## src/rtl/rtc_pkg.sv

```systemverilog
package rtc_pkg;

  localparam int NUM_REGS = 16;

  localparam int IDX_CTRL   = 0;
  localparam int IDX_STATUS = 1;
  localparam int IDX_CURF   = 2;
  localparam int IDX_CURE   = 3;
  localparam int IDX_HBS    = 4;
  localparam int IDX_HBL    = 5;
  localparam int IDX_HSS    = 6;
  localparam int IDX_HSE    = 7;
  localparam int IDX_CSE    = 8;
  localparam int IDX_VBSH   = 9;
  localparam int IDX_VBSL   = 10;
  localparam int IDX_VBL    = 11;
  localparam int IDX_VSS    = 12;
  localparam int IDX_VSE    = 13;
  localparam int IDX_XHF    = 14;
  localparam int IDX_XHE    = 15;

  // control-byte bit positions
  localparam int BIT_INT   = 7;
  localparam int BIT_VIDEO = 6;
  localparam int BIT_RUN   = 5;
  localparam int BIT_CURS  = 4;

  // strobes from the register control to the raster datapath
  typedef struct packed {
    logic runEn;
    logic videoEn;
    logic cursorEn;
  } rtc_ctl_t;

  typedef struct packed {
    logic [7:0]  curFirst;
    logic [7:0]  curEnd;
    logic [7:0]  hBlankStart;
    logic [7:0]  hBlankLen;
    logic [7:0]  hSyncStart;
    logic [7:0]  hSyncEnd;
    logic [7:0]  compSyncEnd;
    logic [15:0] vBlankStart;
    logic [7:0]  vBlankLen;
    logic [7:0]  vSyncStart;
    logic [7:0]  vSyncEnd;
    logic [7:0]  holdFirst;
    logic [7:0]  holdEnd;
  } rtc_cfg_t;

endpackage

```

## src/rtl/rtc_regs.sv

```systemverilog
module rtc_regs
  import rtc_pkg::*;
#(
  parameter int ADDR_W   = 5,
  parameter int REG_BASE = 16
) (
  input  logic              clk,
  input  logic              rstN,
  input  logic [ADDR_W-1:0] busAddr,
  input  logic              busWe,
  input  logic [7:0]        busWdata,
  output logic [7:0]        busRdata,
  input  logic [3:0]        monId,
  input  logic [2:0]        monRes,
  input  logic              vbEnter,
  output rtc_ctl_t          ctl,
  output rtc_cfg_t          cfg,
  output logic [3:0]        clkSel,
  output logic              irq
);

  localparam logic [ADDR_W-1:0] BASE_A = ADDR_W'(REG_BASE);
  localparam logic [ADDR_W-1:0] SPAN_A = ADDR_W'(NUM_REGS);

  logic [7:0]        regQ [NUM_REGS];
  logic [ADDR_W-1:0] offs;
  logic [3:0]        idx;
  logic              hit;
  logic              statusWr;
  logic              pendQ;
  logic              monTaken;
  logic [6:0]        monQ;
  logic [7:0]        statusByte;

  assign offs     = busAddr - BASE_A;
  assign idx      = offs[3:0];
  assign hit      = (busAddr >= BASE_A) && (offs < SPAN_A);
  assign statusWr = busWe && hit && (idx == 4'(IDX_STATUS));

  always_ff @(posedge clk) begin
    if (!rstN) begin
      for (int i = 0; i < NUM_REGS; i++) regQ[i] <= 8'h00;
    end else if (busWe && hit) begin
      for (int i = 0; i < NUM_REGS; i++)
        if (i != IDX_STATUS && idx == 4'(i)) regQ[i] <= busWdata;
    end
  end

  // monitor sense captured once, on the first clock after reset
  always_ff @(posedge clk) begin
    if (!rstN) begin
      monTaken <= 1'b0;
      monQ     <= 7'h00;
    end else if (!monTaken) begin
      monTaken <= 1'b1;
      monQ     <= {monRes, monId};
    end
  end

  // pending flag: a status write wins over a new vertical-blank entry
  always_ff @(posedge clk) begin
    if (!rstN)                              pendQ <= 1'b0;
    else if (statusWr)                      pendQ <= 1'b0;
    else if (vbEnter && regQ[IDX_CTRL][BIT_INT]) pendQ <= 1'b1;
  end

  assign statusByte = {pendQ, monQ};

  always_comb begin
    if (!hit)                       busRdata = 8'h00;
    else if (idx == 4'(IDX_STATUS)) busRdata = statusByte;
    else                            busRdata = regQ[idx];
  end

  assign ctl.runEn    = regQ[IDX_CTRL][BIT_RUN];
  assign ctl.videoEn  = regQ[IDX_CTRL][BIT_VIDEO];
  assign ctl.cursorEn = regQ[IDX_CTRL][BIT_CURS];
  assign clkSel       = regQ[IDX_CTRL][3:0];
  assign irq          = pendQ && regQ[IDX_CTRL][BIT_INT];

  assign cfg.curFirst    = regQ[IDX_CURF];
  assign cfg.curEnd      = regQ[IDX_CURE];
  assign cfg.hBlankStart = regQ[IDX_HBS];
  assign cfg.hBlankLen   = regQ[IDX_HBL];
  assign cfg.hSyncStart  = regQ[IDX_HSS];
  assign cfg.hSyncEnd    = regQ[IDX_HSE];
  assign cfg.compSyncEnd = regQ[IDX_CSE];
  assign cfg.vBlankStart = {regQ[IDX_VBSH], regQ[IDX_VBSL]};
  assign cfg.vBlankLen   = regQ[IDX_VBL];
  assign cfg.vSyncStart  = regQ[IDX_VSS];
  assign cfg.vSyncEnd    = regQ[IDX_VSE];
  assign cfg.holdFirst   = regQ[IDX_XHF];
  assign cfg.holdEnd     = regQ[IDX_XHE];

endmodule

```

## src/rtl/rtc_engine.sv

```systemverilog
module rtc_engine
  import rtc_pkg::*;
#(
  parameter int CHAR_W = 8
) (
  input  logic     clk,
  input  logic     rstN,
  input  rtc_ctl_t ctl,
  input  rtc_cfg_t cfg,
  output logic     hSync,
  output logic     vSync,
  output logic     compSync,
  output logic     blank,
  output logic     cursorHit,
  output logic     xferHold,
  output logic     vbEnter
);

  localparam int HC_W = 9;   // sum of two byte values
  localparam int VL_W = 17;  // 16-bit start plus byte length

  logic            charTick;
  logic [HC_W-1:0] hChar, hTot, hOff;
  logic [VL_W-1:0] vLine, vTot, vOff, nextLine, vbsExt;
  logic            lastChar, lastLine;
  logic            hBlankNow, vBlankNow, hSyncWin, serration;

  // prescaler variant chosen by the character width
  generate
    if (CHAR_W == 1) begin : g_noPre
      assign charTick = ctl.runEn;
    end else begin : g_pre
      localparam int PRE_W = $clog2(CHAR_W);
      logic [PRE_W-1:0] pixCnt;
      always_ff @(posedge clk) begin
        if (!rstN || !ctl.runEn)                 pixCnt <= '0;
        else if (pixCnt == PRE_W'(CHAR_W - 1))   pixCnt <= '0;
        else                                     pixCnt <= pixCnt + 1'b1;
      end
      assign charTick = ctl.runEn && (pixCnt == PRE_W'(CHAR_W - 1));
    end
  endgenerate

  assign hTot     = {1'b0, cfg.hBlankStart} + {1'b0, cfg.hBlankLen};
  assign vbsExt   = {1'b0, cfg.vBlankStart};
  assign vTot     = vbsExt + {9'd0, cfg.vBlankLen};
  assign lastChar = (hChar + 1'b1) >= hTot;
  assign lastLine = (vLine + 1'b1) >= vTot;
  assign nextLine = lastLine ? '0 : vLine + 1'b1;

  always_ff @(posedge clk) begin
    if (!rstN || !ctl.runEn) begin
      hChar <= '0;
      vLine <= '0;
    end else if (charTick) begin
      if (lastChar) begin
        hChar <= '0;
        vLine <= nextLine;
      end else begin
        hChar <= hChar + 1'b1;
      end
    end
  end

  assign vbEnter = charTick && lastChar && (nextLine == vbsExt);

  assign hBlankNow = hChar >= {1'b0, cfg.hBlankStart};
  assign hOff      = hChar - {1'b0, cfg.hBlankStart};
  assign vBlankNow = vLine >= vbsExt;
  assign vOff      = vLine - vbsExt;

  assign hSyncWin  = hBlankNow && (hOff >= {1'b0, cfg.hSyncStart}) &&
                     (hOff < {1'b0, cfg.hSyncEnd});
  assign serration = hBlankNow && (hOff >= {1'b0, cfg.hSyncStart}) &&
                     (hOff < {1'b0, cfg.compSyncEnd});

  assign hSync = ctl.runEn && hSyncWin;
  assign vSync = ctl.runEn && vBlankNow && (vOff >= {9'd0, cfg.vSyncStart}) &&
                 (vOff < {9'd0, cfg.vSyncEnd});
  assign compSync = vSync ? !serration : hSync;

  assign blank = !ctl.runEn || !ctl.videoEn || hBlankNow || vBlankNow;

  assign cursorHit = ctl.runEn && ctl.cursorEn && !hBlankNow && !vBlankNow &&
                     (hChar >= {1'b0, cfg.curFirst}) && (hChar < {1'b0, cfg.curEnd});

  assign xferHold = ctl.runEn && (hChar >= {1'b0, cfg.holdFirst}) &&
                    (hChar < {1'b0, cfg.holdEnd});

endmodule

```

## src/rtl/raster_timing_ctrl.sv

```systemverilog
module raster_timing_ctrl
  import rtc_pkg::*;
#(
  parameter int ADDR_W   = 5,
  parameter int REG_BASE = 16,
  parameter int CHAR_W   = 8
) (
  input  logic              clk,
  input  logic              rstN,
  input  logic [ADDR_W-1:0] busAddr,
  input  logic              busWe,
  input  logic [7:0]        busWdata,
  output logic [7:0]        busRdata,
  input  logic [3:0]        monId,
  input  logic [2:0]        monRes,
  output logic              hSync,
  output logic              vSync,
  output logic              compSync,
  output logic              blank,
  output logic              cursorHit,
  output logic              xferHold,
  output logic              irq,
  output logic [3:0]        clkSel
);

  rtc_ctl_t ctlS;
  rtc_cfg_t cfgS;
  logic     vbEnter;

  rtc_regs #(.ADDR_W(ADDR_W), .REG_BASE(REG_BASE)) ctrlI (
    .clk(clk), .rstN(rstN), .busAddr(busAddr), .busWe(busWe),
    .busWdata(busWdata), .busRdata(busRdata), .monId(monId), .monRes(monRes),
    .vbEnter(vbEnter), .ctl(ctlS), .cfg(cfgS), .clkSel(clkSel), .irq(irq)
  );

  rtc_engine #(.CHAR_W(CHAR_W)) dpI (
    .clk(clk), .rstN(rstN), .ctl(ctlS), .cfg(cfgS),
    .hSync(hSync), .vSync(vSync), .compSync(compSync), .blank(blank),
    .cursorHit(cursorHit), .xferHold(xferHold), .vbEnter(vbEnter)
  );

endmodule

```

## config.mk

```make
export PLATFORM = sky130hd
export DESIGN_NAME = raster_timing_ctrl
export DESIGN_NICKNAME = d
export VERILOG_FILES = /design/src/rtl/rtc_pkg.sv /design/src/rtl/rtc_regs.sv /design/src/rtl/rtc_engine.sv /design/src/rtl/raster_timing_ctrl.sv
export SDC_FILE = /design/constraint.sdc
export NUM_CORES = 1
export LEC_CHECK = 0
export BUFFER_PORTS_ARGS = -buffer_cell sky130_fd_sc_hd__buf_2
export CORE_UTILIZATION = 45
export DETAILED_ROUTE_END_ITERATION = 10
export HOLD_SLACK_MARGIN = 0.08
export PLACE_DENSITY = 0.57
export SETUP_SLACK_MARGIN = 0.15
export SYNTH_ARGS = -nofsm -noshare
export SYNTH_HDL_FRONTEND = slang
export SYNTH_SLANG_ARGS = --single-unit
```

## constraint.sdc

```tcl
create_clock -name clk -period 9.14 [get_ports clk]
set_input_delay 1.371 -clock clk [delete_from_list [all_inputs] [get_ports clk]]
set_output_delay 1.371 -clock clk [all_outputs]
set_load 0.01 [all_outputs]
```

==> metrics.yaml <==
fin_tns_setup_ps: 0
clk_pin_slew_ps: 70
core_area_mm2: 0.02518
whs_ps: 426.5
post_cts_resized: 0
yosysUniqueCellTypes: 76
worstPathRequired_ps: 7770
final.setup_skew_ps: 18.03
clockBufferDepth: 2
tritoncts: "done"
hold_violations: 0
status: "finished clean"
drv_slew: 0
fin_util_pct: 49.97
synthTopCellsByArea: "edfxtp_1, ha_1, dfxtp_1, mux4_2, nor2_1"
fill_cells: 2368
syn_avg_cell_area_um2: 9.623
cts_buffers: 17
dp_slack_ps: 3385
grt_pass1_wl_um: 52740
path_class: "flop to primary output"
synth_fp_nets: 1365
postCtsHoldBufs: 0
h-tree-depth: 4
peakVddDrop_mv: 0.1238
start_kind: "flop"
drc_errors: 0
synth-seq-cells: 158
die_h_um: 162.3
synth_commonest_cells: "nor2_1, ha_1, edfxtp_1, inv_1, nand2_1"
slew_headroom_pct: 40.10
ys_warn_count: 0
place_inst: 1535
std_cell_rows: 58
grt_usage_pct: 27.13
start_util_pct: 45.90
synth_ff_type: "edfxtp_1"
vias: 9200
routed_wl_um: 34820
diodes: 0
layout-drive-gt1-share_pct: 9.782
cp_data_arrival_time_ps: 4870
tightest_slew_ps: 892.5
postLayoutCellArea_mm2: 0.01258
finalSetupViolations: 0
hold_class: "flop to flop"
io_pins: 42
worst_slack_ps: 2897
yosys.area.top_type: "edfxtp_1"
wl_per_cell_um: 22.22
drt_iter0_markers: 817
rsz0062_at_grt: "no"
post-dp-hpwl_um: 26800
syn_to_final_growth_pct: 8.867
synth_edf_count: 120
power.density_mw_per_mm2: 148.0
layout.cells.non_filler: 1567
crit_fanout: 5
grt_max_degree: 45
cts_root_buf: "clkbuf_16"
io_buffers: 41
die-width_um: 162.3
via_per_inst: 5.871
synth_top_cell_area_share_pct: 31.18
cp-end-kind: "primary output"
placed_area_mm2: 0.01203
postCtsSetupBuffers: 0
dieArea_mm2: 0.02633
period_minus_slack_ps: 6243
antenna_left: 0
overflow: 0
cts_num_sinks: 158
gp_congestion: 0.9012
yosysMostFrequentCell: "nor2_1"
ys_async_sr_fraction_pct: 0
max_cap_violations: 0
syn_inst: 1201
netlist_area_mm2: 0.01156
total_power_mw: 1.863
p_leak_nw: 5.491
dr.pass1.iters: 5
antenna_found_initial: 1
finalNetCount: 1388
fin_crit_sh_pct: 68.31
synth-seq-area-share_pct: 37.76
max_freq_mhz: 160.2
grt_pass1_vias: 8694
clk_latency_ps: 430
-- report_power, final --
group          switching [mW]  internal (mW)
combinational           0.186          0.131
clock                   0.337          0.360
sequential             0.0356          0.814
-- cell usage in the layout (no fill, tap or decap), types with 5 or more instances in the layout --
| cell | Yosys | routed |
|---|---|---|
| a21oi_1 | 81 | 81 |
| nor2_1 | 142 | 142 |
| o21ai_1 | 26 | 26 |
| a211oi_1 | 15 | 15 |
| mux2i_1 | 13 | 13 |
| a31oi_1 | 6 | 6 |
| nand2_1 | 89 | 89 |
| nor3_1 | 17 | 17 |
| nor2b_1 | 21 | 21 |
| inv_1 | 116 | 116 |
| o21ai_0 | 33 | 33 |
| ha_1 | 137 | 137 |
| nand2b_1 | 13 | 13 |
| dfxtp_1 | 38 | 38 |
| nand3b_1 | 11 | 11 |
| edfxtp_1 | 120 | 120 |
| a21o_1 | 31 | 31 |
| and3_1 | 9 | 9 |
| o21a_1 | 13 | 13 |
| clkbuf_16 | 0 | 17 |
| o21bai_1 | 7 | 7 |
| inv_6 | 0 | 5 |
| nor3b_1 | 5 | 5 |
| a22oi_1 | 5 | 5 |
| o22ai_1 | 7 | 7 |
| nand4_1 | 11 | 11 |
| mux4_2 | 25 | 25 |
| xnor2_1 | 43 | 43 |
| buf_2 | 3 | 41 |
| and2_1 | 5 | 5 |
| nand3_1 | 24 | 24 |
| xor2_1 | 21 | 21 |
-- cell families after synthesis --
family | share of synthesized area [%]
flip-flops | 37.76
buffers and inverters | 5.359
AND/OR/NAND/NOR | 15.12
adder cells (fa/ha/maj) | 15.52
XOR/XNOR | 4.850
AO/OA/AOI/OAI | 14.51
multiplexers | 6.874
-- worst max-delay path, cell delays in order, from the launching register on --
cell and delay, ps:
edfxtp_1 480, inv_1 190, ha_1 260, nor2b_1 140
o31a_1 270, o211ai_1 170, nand2_1 120, a21oi_1 200
xnor2_1 180, ha_1 290, a2111oi_0 410, o2111ai_1 160
a21oi_1 150, o2111ai_1 140, a211oi_2 190, nand3_2 120
nor4_4 430, mux2_1 380, buf_2 150
-- per-layer routing --
metal  track usage [%]  up-vias  wire length (um)
met5                 0        -                 0
met4             8.877        0               892
met3             3.524       43              2040
met2             44.44      314             16530
met1             36.97     4477             15360
li1                  -     4366                 -
-- area by class of cell --
cell class	instances	area [um2]	share of cell area [%]
Multi-Input combinational cell	885	6574	52.25
Sequential cell	158	4364	34.69
Inverter	117	439.2	3.490
Clock buffer	18	429.2	3.411
Tap cell	330	412.9	3.282
Timing Repair Buffer	45	235.2	1.870
Clock inverter	14	127.6	1.014
-- sequential cells by signal, summed over array words and instances, names as in the netlist --
register,cells
ctrlI.regQ,120
dpI.vLine,17
dpI.hChar,9
ctrlI.monQ,7
dpI.g_pre.pixCnt,3
ctrlI.monTaken,1
ctrlI.pendQ,1
-- final timing paths --
kind / start / to / slack [ps] / cells after the start
worst min register to register: dpI.g_pre.pixCnt[0]$_SDFF_PP0_ / dpI.g_pre.pixCnt[0]$_SDFF_PP0_ / 430 / 1
worst max-delay path: ctrlI.regQ[10][1]$_DFFE_PP_ / compSync / 2900 / 18
worst min-delay path: dpI.g_pre.pixCnt[0]$_SDFF_PP0_ / dpI.g_pre.pixCnt[0]$_SDFF_PP0_ / 430 / 1
worst max register to register: ctrlI.regQ[10][0]$_DFFE_PP_ / ctrlI.pendQ$_SDFFE_PP0P_ / 3980 / 21
Note: power is estimated with default switching activity, not from simulation.
